## src/rtl/modexp_pkg.sv

```systemverilog
package modexp_pkg;

  typedef enum logic [1:0] {
    OP_LOADC = 2'd0,  // 1 * C          -> table[1]
    OP_PWR   = 2'd1,  // table[i-1] * table[1] -> table[i]
    OP_SQR   = 2'd2,  // acc * acc
    OP_WIN   = 2'd3   // table[digit] * acc
  } mulOpT;

  typedef struct packed {
    logic       mulGo;
    mulOpT      opSel;
    logic       tabWr;
    logic [2:0] tabIdx;
    logic       accInit;
    logic       accWr;
    logic       expLoad;
    logic       expShift;
    logic [1:0] shiftAmt;
  } ctrlBusT;

endpackage

```

## src/rtl/modmul_seq.sv

```systemverilog
module modmul_seq #(
  parameter int W = 16
) (
  input  logic         clk,
  input  logic         rstN,
  input  logic         go,
  input  logic [W-1:0] opA,
  input  logic [W-1:0] opB,
  input  logic [W-1:0] modN,
  output logic [W-1:0] prod,
  output logic         fin,
  output logic         busy
);
  localparam int CW = $clog2(W + 1);
  localparam int XW = W + 2;

  logic [W-1:0]  accR, aR, bR, nR;
  logic [CW-1:0] cnt;
  logic          runR, finR;

  logic [XW-1:0] dbl, dblRed, sum, sumRed, nExt, aExt;

  always_comb begin
    nExt   = {2'b00, nR};
    aExt   = {2'b00, aR};
    dbl    = {1'b0, accR, 1'b0};
    dblRed = (dbl >= nExt) ? dbl - nExt : dbl;
    sum    = dblRed + (bR[W-1] ? aExt : '0);
    sumRed = (sum >= nExt) ? sum - nExt : sum;
  end

  always_ff @(posedge clk or negedge rstN) begin
    if (!rstN) begin
      accR <= '0;
      aR   <= '0;
      bR   <= '0;
      nR   <= '0;
      cnt  <= '0;
      runR <= 1'b0;
      finR <= 1'b0;
    end else begin
      finR <= 1'b0;
      if (go && !runR) begin
        aR   <= opA;
        bR   <= opB;
        nR   <= modN;
        accR <= '0;
        cnt  <= CW'(W);
        runR <= 1'b1;
      end else if (runR) begin
        accR <= sumRed[W-1:0];
        bR   <= bR << 1;
        cnt  <= cnt - 1'b1;
        if (cnt == CW'(1)) begin
          runR <= 1'b0;
          finR <= 1'b1;
        end
      end
    end
  end

  assign prod = accR;
  assign fin  = finR;
  assign busy = runR;

endmodule

```

## src/rtl/modexp_datapath.sv

```systemverilog
module modexp_datapath
  import modexp_pkg::*;
#(
  parameter int W  = 16,
  parameter int EW = 16
) (
  input  logic          clk,
  input  logic          rstN,
  input  ctrlBusT       cb,
  input  logic [W-1:0]  base,
  input  logic [EW-1:0] expo,
  input  logic [W-1:0]  modulus,
  output logic [W-1:0]  result,
  output logic          mulFin,
  output logic          mulBusy
);
  localparam int TABN = 8;
  localparam logic [W-1:0] ONE = W'(1);

  logic [W-1:0]  accR, cR, nR;
  logic [EW-1:0] expR;
  logic [W-1:0]  tab [1:TABN-1];
  logic [2:0]    digit;
  logic [W-1:0]  opA, opB, mulProd, winVal, prevVal;

  // window digit taken from the top of the exponent register
  always_comb begin
    case (cb.shiftAmt)
      2'd1:    digit = {2'b00, expR[EW-1]};
      2'd2:    digit = {1'b0, expR[EW-1:EW-2]};
      2'd3:    digit = expR[EW-1:EW-3];
      default: digit = 3'd0;
    endcase
  end

  always_comb begin
    winVal  = (digit == 3'd0) ? ONE : tab[digit];
    prevVal = (cb.tabIdx <= 3'd1) ? ONE : tab[cb.tabIdx - 3'd1];
    case (cb.opSel)
      OP_LOADC: begin opA = ONE;     opB = cR;     end
      OP_PWR:   begin opA = prevVal; opB = tab[1]; end
      OP_SQR:   begin opA = accR;    opB = accR;   end
      default:  begin opA = winVal;  opB = accR;   end
    endcase
  end

  modmul_seq #(.W(W)) uMul (
    .clk  (clk),
    .rstN (rstN),
    .go   (cb.mulGo),
    .opA  (opA),
    .opB  (opB),
    .modN (nR),
    .prod (mulProd),
    .fin  (mulFin),
    .busy (mulBusy)
  );

  always_ff @(posedge clk or negedge rstN) begin
    if (!rstN) begin
      accR <= '0;
      cR   <= '0;
      nR   <= '0;
      expR <= '0;
      for (int i = 1; i < TABN; i++) tab[i] <= '0;
    end else begin
      if (cb.expLoad) begin
        expR <= expo;
        cR   <= base;
        nR   <= modulus;
      end else if (cb.expShift) begin
        expR <= expR << cb.shiftAmt;
      end
      if (cb.accInit)    accR <= ONE;
      else if (cb.accWr) accR <= mulProd;
      if (cb.tabWr) begin
        for (int i = 1; i < TABN; i++)
          if (cb.tabIdx == 3'(i)) tab[i] <= mulProd;
      end
    end
  end

  assign result = accR;

endmodule

```

## src/rtl/modexp_ctrl.sv

```systemverilog
module modexp_ctrl
  import modexp_pkg::*;
#(
  parameter int          EW   = 16,
  parameter int          LW   = 16,
  parameter logic [LW-1:0] TAPS = 16'hB400,
  localparam int         RW   = $clog2(EW + 1)
) (
  input  logic          clk,
  input  logic          rstN,
  input  logic          start,
  input  logic          seedLoad,
  input  logic [LW-1:0] seedVal,
  input  logic          mulFin,
  output ctrlBusT       cb,
  output logic          busy,
  output logic          done,
  output logic [1:0]    winW,
  output logic [RW-1:0] remBits
);
  typedef enum logic [3:0] {
    S_IDLE, S_PREGO, S_PREWAIT, S_DRAW, S_SQGO, S_SQWAIT, S_WGO, S_WWAIT, S_DONE
  } stateT;

  stateT         st;
  logic [2:0]    preIdx;
  logic [RW-1:0] remR;
  logic [1:0]    winR, sqLeft, drawW, clampW;
  logic [LW-1:0] lfsr, lfsrNext;

  always_comb begin
    lfsrNext = (lfsr >> 1) ^ (lfsr[0] ? TAPS : '0);
    drawW    = (lfsr[1:0] == 2'd3) ? 2'd2 : lfsr[1:0] + 2'd1;
    clampW   = ({{(RW-2){1'b0}}, drawW} > remR) ? remR[1:0] : drawW;
  end

  always_comb begin
    cb        = '0;
    cb.opSel  = OP_SQR;
    case (st)
      S_IDLE: if (start) begin
        cb.expLoad = 1'b1;
        cb.accInit = 1'b1;
      end
      S_PREGO: begin
        cb.mulGo  = 1'b1;
        cb.opSel  = (preIdx == 3'd1) ? OP_LOADC : OP_PWR;
        cb.tabIdx = preIdx;
      end
      S_PREWAIT: begin
        cb.tabIdx = preIdx;
        cb.tabWr  = mulFin;
      end
      S_SQGO:   cb.mulGo = 1'b1;
      S_SQWAIT: cb.accWr = mulFin;
      S_WGO: begin
        cb.mulGo    = 1'b1;
        cb.opSel    = OP_WIN;
        cb.shiftAmt = winR;
      end
      S_WWAIT: begin
        cb.opSel    = OP_WIN;
        cb.accWr    = mulFin;
        cb.expShift = mulFin;
        cb.shiftAmt = winR;
      end
      default: ;
    endcase
  end

  always_ff @(posedge clk or negedge rstN) begin
    if (!rstN) begin
      st     <= S_IDLE;
      preIdx <= '0;
      remR   <= '0;
      winR   <= '0;
      sqLeft <= '0;
      lfsr   <= LW'(1);
    end else begin
      if (seedLoad)          lfsr <= (seedVal == '0) ? LW'(1) : seedVal;
      else if (st == S_DRAW) lfsr <= lfsrNext;
      case (st)
        S_IDLE: if (start) begin
          preIdx <= 3'd1;
          remR   <= RW'(EW);
          st     <= S_PREGO;
        end
        S_PREGO: st <= S_PREWAIT;
        S_PREWAIT: if (mulFin) begin
          if (preIdx == 3'd7) st <= S_DRAW;
          else begin
            preIdx <= preIdx + 3'd1;
            st     <= S_PREGO;
          end
        end
        S_DRAW: begin
          winR   <= clampW;
          sqLeft <= clampW;
          st     <= S_SQGO;
        end
        S_SQGO: st <= S_SQWAIT;
        S_SQWAIT: if (mulFin) begin
          sqLeft <= sqLeft - 2'd1;
          st     <= (sqLeft == 2'd1) ? S_WGO : S_SQGO;
        end
        S_WGO: st <= S_WWAIT;
        S_WWAIT: if (mulFin) begin
          remR <= remR - {{(RW-2){1'b0}}, winR};
          st   <= (remR == {{(RW-2){1'b0}}, winR}) ? S_DONE : S_DRAW;
        end
        S_DONE:  st <= S_IDLE;
        default: st <= S_IDLE;
      endcase
    end
  end

  assign busy    = (st != S_IDLE);
  assign done    = (st == S_DONE);
  assign winW    = winR;
  assign remBits = remR;

endmodule

```

## src/rtl/modexp_randwin.sv

```systemverilog
module modexp_randwin
  import modexp_pkg::*;
#(
  parameter int            W    = 16,
  parameter int            EW   = 16,
  parameter int            LW   = 16,
  parameter logic [LW-1:0] TAPS = 16'hB400
) (
  input  logic          clk,
  input  logic          rstN,
  input  logic          start,
  input  logic          seedLoad,
  input  logic [LW-1:0] seedVal,
  input  logic [W-1:0]  base,
  input  logic [EW-1:0] expo,
  input  logic [W-1:0]  modulus,
  output logic          busy,
  output logic          done,
  output logic [W-1:0]  result
);
  localparam int RW = $clog2(EW + 1);

  ctrlBusT       cb;
  logic          mulFin, mulBusy;
  logic [1:0]    winW;
  logic [RW-1:0] remBits;

  modexp_ctrl #(.EW(EW), .LW(LW), .TAPS(TAPS)) uCtrl (
    .clk      (clk),
    .rstN     (rstN),
    .start    (start),
    .seedLoad (seedLoad),
    .seedVal  (seedVal),
    .mulFin   (mulFin),
    .cb       (cb),
    .busy     (busy),
    .done     (done),
    .winW     (winW),
    .remBits  (remBits)
  );

  modexp_datapath #(.W(W), .EW(EW)) uDp (
    .clk     (clk),
    .rstN    (rstN),
    .cb      (cb),
    .base    (base),
    .expo    (expo),
    .modulus (modulus),
    .result  (result),
    .mulFin  (mulFin),
    .mulBusy (mulBusy)
  );

endmodule

```

## config.mk

```make
export PLATFORM = sky130hd
export DESIGN_NAME = modexp_randwin
export DESIGN_NICKNAME = d
export VERILOG_FILES = /design/src/rtl/modexp_pkg.sv /design/src/rtl/modmul_seq.sv /design/src/rtl/modexp_datapath.sv /design/src/rtl/modexp_ctrl.sv /design/src/rtl/modexp_randwin.sv
export SDC_FILE = /design/constraint.sdc
export NUM_CORES = 1
export LEC_CHECK = 0
export ABC_AREA = 1
export BUFFER_PORTS_ARGS = -buffer_cell sky130_fd_sc_hd__buf_2
export CORE_MARGIN = 3
export CORE_UTILIZATION = 50
export CTS_CLUSTER_DIAMETER = 120
export CTS_CLUSTER_SIZE = 24
export DETAILED_ROUTE_END_ITERATION = 10
export GPL_ROUTABILITY_DRIVEN = 0
export PLACE_DENSITY = 0.68
export SYNTH_ARGS = -nofsm -noshare
export SYNTH_HDL_FRONTEND = slang
export SYNTH_SLANG_ARGS = --single-unit
```

## constraint.sdc

```tcl
create_clock -name clk -period 4.35 [get_ports clk]
set_input_delay 0.87 -clock clk [delete_from_list [all_inputs] [get_ports clk]]
set_output_delay 0.87 -clock clk [all_outputs]
set_load 0.05 [all_outputs]
```

==> flow_summary.ini <==
[run_status]
status = finished, violations left
violations = negative setup slack

[routing]
drc = 0
wirelength_um = 55400
vias = 17300
routed_via_density = 5.70
routedWlPerCell_um = 18.2
ant_nets = 0
drt_iter0_drc = 1678
drt-pass1-iter-count = 6

[cells_and_area]
nFillCells = 2977
layout_common_cells = 541 x nand2_1, 303 x o21ai_0, 276 x dfrtp_1
layout.cells.non_filler = 3042
nets = 2729
mostFrequentLayoutCell = nand2_1
drive_gt1_share_pct = 21.0
syn2layout_area_growth_pct = 21.2
antenna-diode-count = 0

[run]
cap_violations = 0

[yosys]
ys_types = 58
syn-num-nets = 2487
synthSimpleGateAreaFrac_pct = 22.3
synth_top_area_cell = dfrtp_1
synthAdderAreaFrac_pct = 5.08
synthTopCellsByArea = dfrtp_1 41%, nand2_1 13%, o21ai_0 9.1%
yosys.area.top_type_share_pct = 40.7
avgSynthCellArea_um2 = 7.27
synth_mux_area_share_pct = 0.388
synthCells = 2352
synth-edff-count = 0
ys_seq_elements = 279
synth_warnings = 0
synth_top_family_by_area = simple AND/OR/NAND/NOR gates
synth-xor-area-share_pct = 2.04
synth_compound_area_share_pct = 19.8
syn_area_mm2 = 0.0171
synth_ff_type = dfrtp_1
ys_seq_area_share_pct = 40.9
synthArstFlopShare_pct = 100

[grt]
overflow = 0
grt_pass1_vias = 16500
grt_use_total_pct = 30.0
grt_max_degree = 110
grt_pass1_wl_um = 88000
antenna_found_initial = 0

[setup_path]
crit_top_cell = buf_4
r2r_cells = 35
crit_arrival_ns = 5.19
cp_max_fo = 9
r2r-end = uDp.uMul.prod[12]
cp-start-kind = flop
r2r_slack_ns = -0.39
r2r_start = uDp.uMul.prod[9]
critPathKind = reg -> reg
cp.required_ns = 4.80
worstSetupEndpointType = flop
crit_path_max_incr_delay_ns = 0.47
slowest_stage = dfrtp_2

[sta]
worst_slew_pin_slew_ns = 1.04
rsz0062_at_grt = yes
setup_viol = 16
hold_slack_ns = 0.362
finalCriticalPeriod_ns = 4.74
fmax_ghz = 0.211
fin_skew_ns = 0.0183
finalHoldViolCount = 0
slew_headroom_pct = 30.7
final_max_slew_viol_count = 0
finalWorstSetupSlack_ns = -0.390
finalCritPeriodShare_pct = 109

[place]
dp_slack_ns = -0.525
io_buffer_count = 85
placedCellCount = 2974
dpl.hpwl_um = 39300

[floorplanning]
die_y_um = 191
die_area_mm2 = 0.0364
start_util_pct = 50.8
core_mm2 = 0.0336
fp.dieW_um = 191
ios = 86
num_rows = 67

[power_and_ir_drop]
combPwrFrac_pct = 3.5
power.switching_mw = 1.02
p_per_area_mw_per_mm2 = 209
seq_power_share_pct = 61.1
p_int_mw = 3.31
swShare_pct = 23.5
power.clock.fraction_pct = 35.4
p_leak_nw = 10.1
max-vdd-ir-drop_v = 0.000227

[clock_tree]
clk_path_buf_depth = 3
cts.root.buffer_cell = clkbuf_16
numCtsBuffers = 15
insertion_delay_ns = 0.52
clock-sinks = 279
clkSlewWorstSetupHoldPaths_ns = 0.10
postCtsHoldBufs = 0
cts_tree = yes
htreeDepth = 1

[min_path]
hp-class = in -> async
==> synth_stat cells (all sizes together), types with 5 or more instances <==
cell type	instances
dfrtp	278
xor2	24
o21ai	370
ha	63
o221ai	9
and3	5
buf	35
nand2	586
inv	298
a221oi	6
nand3	127
a31oi	10
clkbuf	82
nand4	26
o21bai	7
o211ai	45
xnor2	15
o22ai	20
nor2	163
mux2	5
a21oi	125
nor3	12
==> worst max-delay path by stage <==
stage / startpoint / endpoint / cells past startpoint
final: uDp.uMul.prod[9] / uDp.uMul.prod[12] / 35
after global routing: uDp.uMul.nR[11] / uDp.uMul.prod[12] / 38
after CTS: uDp.uMul.prod[12] / uDp.uMul.prod[7] / 38
after detailed placement: uDp.uMul.nR[15] / uDp.uMul.prod[14] / 38
after global placement: uDp.uMul.nR[15] / uDp.uMul.prod[14] / 36
after floorplan: uDp.uMul.prod[2] / uDp.uMul.prod[10] / 39
==> repair_timing <==
item	4_1_cts	5_1_grt
setup buffers	35	14
pin swaps	33	42
gates resized for setup	91	51
cloned	2	0
endpoints found under the setup margin	16	16
==> through the flow <==
stage	TNS [ns]	power (mW)	cell area (um2)	util (%)
4_1_cts	-2.87	4.35	20400	60.8
5_1_grt	-9.82	4.46	20700	61.6
3_3_place_gp	-6.04	2.85	19400	57.7
6_report	-5.37	4.33	20700	61.6
2_1_floorplan	-0.829	2.74	17300	-
3_5_place_dp	-7.69	2.85	19400	57.7
==> per-layer routing <==
layer / part of all wire, % / global-route usage, % / vias to the layer above
li1: - / - / 8207
met4: 4.8 / 12.1 / 0
met5: 0 / 0 / -
met3: 7.3 / 3.54 / 161
met1: 42 / 41.6 / 8214
met2: 46 / 48.2 / 747
==> layout make-up <==
class | instances | area, um2 | share of cell area (%)
clock inverters | 2 | 20.0 | 0.0967
repair buffers | 341 | 2410 | 11.6
flip-flops and latches | 279 | 6990 | 33.7
inverters | 300 | 1130 | 5.46
well taps | 448 | 561 | 2.71
multi-input cells | 1657 | 9230 | 44.6
clock buffers | 15 | 375 | 1.81
==> kinds of logic after synthesis <==
kind of cell	count (synthesis)
muxes	6
DFF	279
xor gates and xnor gates	39
buffers and inverters	417
and+or+nand+nor	929
AOI/OAI and AO/OA	615
adders and majority gates	67
==> critical path, delay by kind of cell (launching register included) <==
family / cells / cell delay, ns
fa+ha+maj: 1 / 0.34
buf+inv: 21 / 2.44
flops: 1 / 0.47
simple gates: 13 / 1.43
==> power groups by stage <==
stage	Clock [mW]	Sequential (mW)	Combinational [mW]
floorplan	0	2.69	0.0517
finish	1.53	2.64	0.152
global placement	0	2.69	0.153
global route	1.63	2.65	0.177
detailed placement	0	2.69	0.156
CTS	1.55	2.64	0.157
==> state kept, by name, summed over array words and instances (netlist names), 3 cells and up <==
| signal | cells |
|---|---|
| uDp.tab | 112 |
| uCtrl.lfsr | 16 |
| uDp.cR | 16 |
| uDp.expR | 16 |
| uDp.nR | 16 |
| uDp.result | 16 |
| uDp.uMul.aR | 16 |
| uDp.uMul.bR | 16 |
| uDp.uMul.nR | 16 |
| uDp.uMul.prod | 16 |
| uCtrl.remBits | 5 |
| uDp.uMul.cnt | 5 |
| uCtrl.st | 4 |
| uCtrl.preIdx | 3 |
Note: power is estimated with default switching activity, not from simulation.
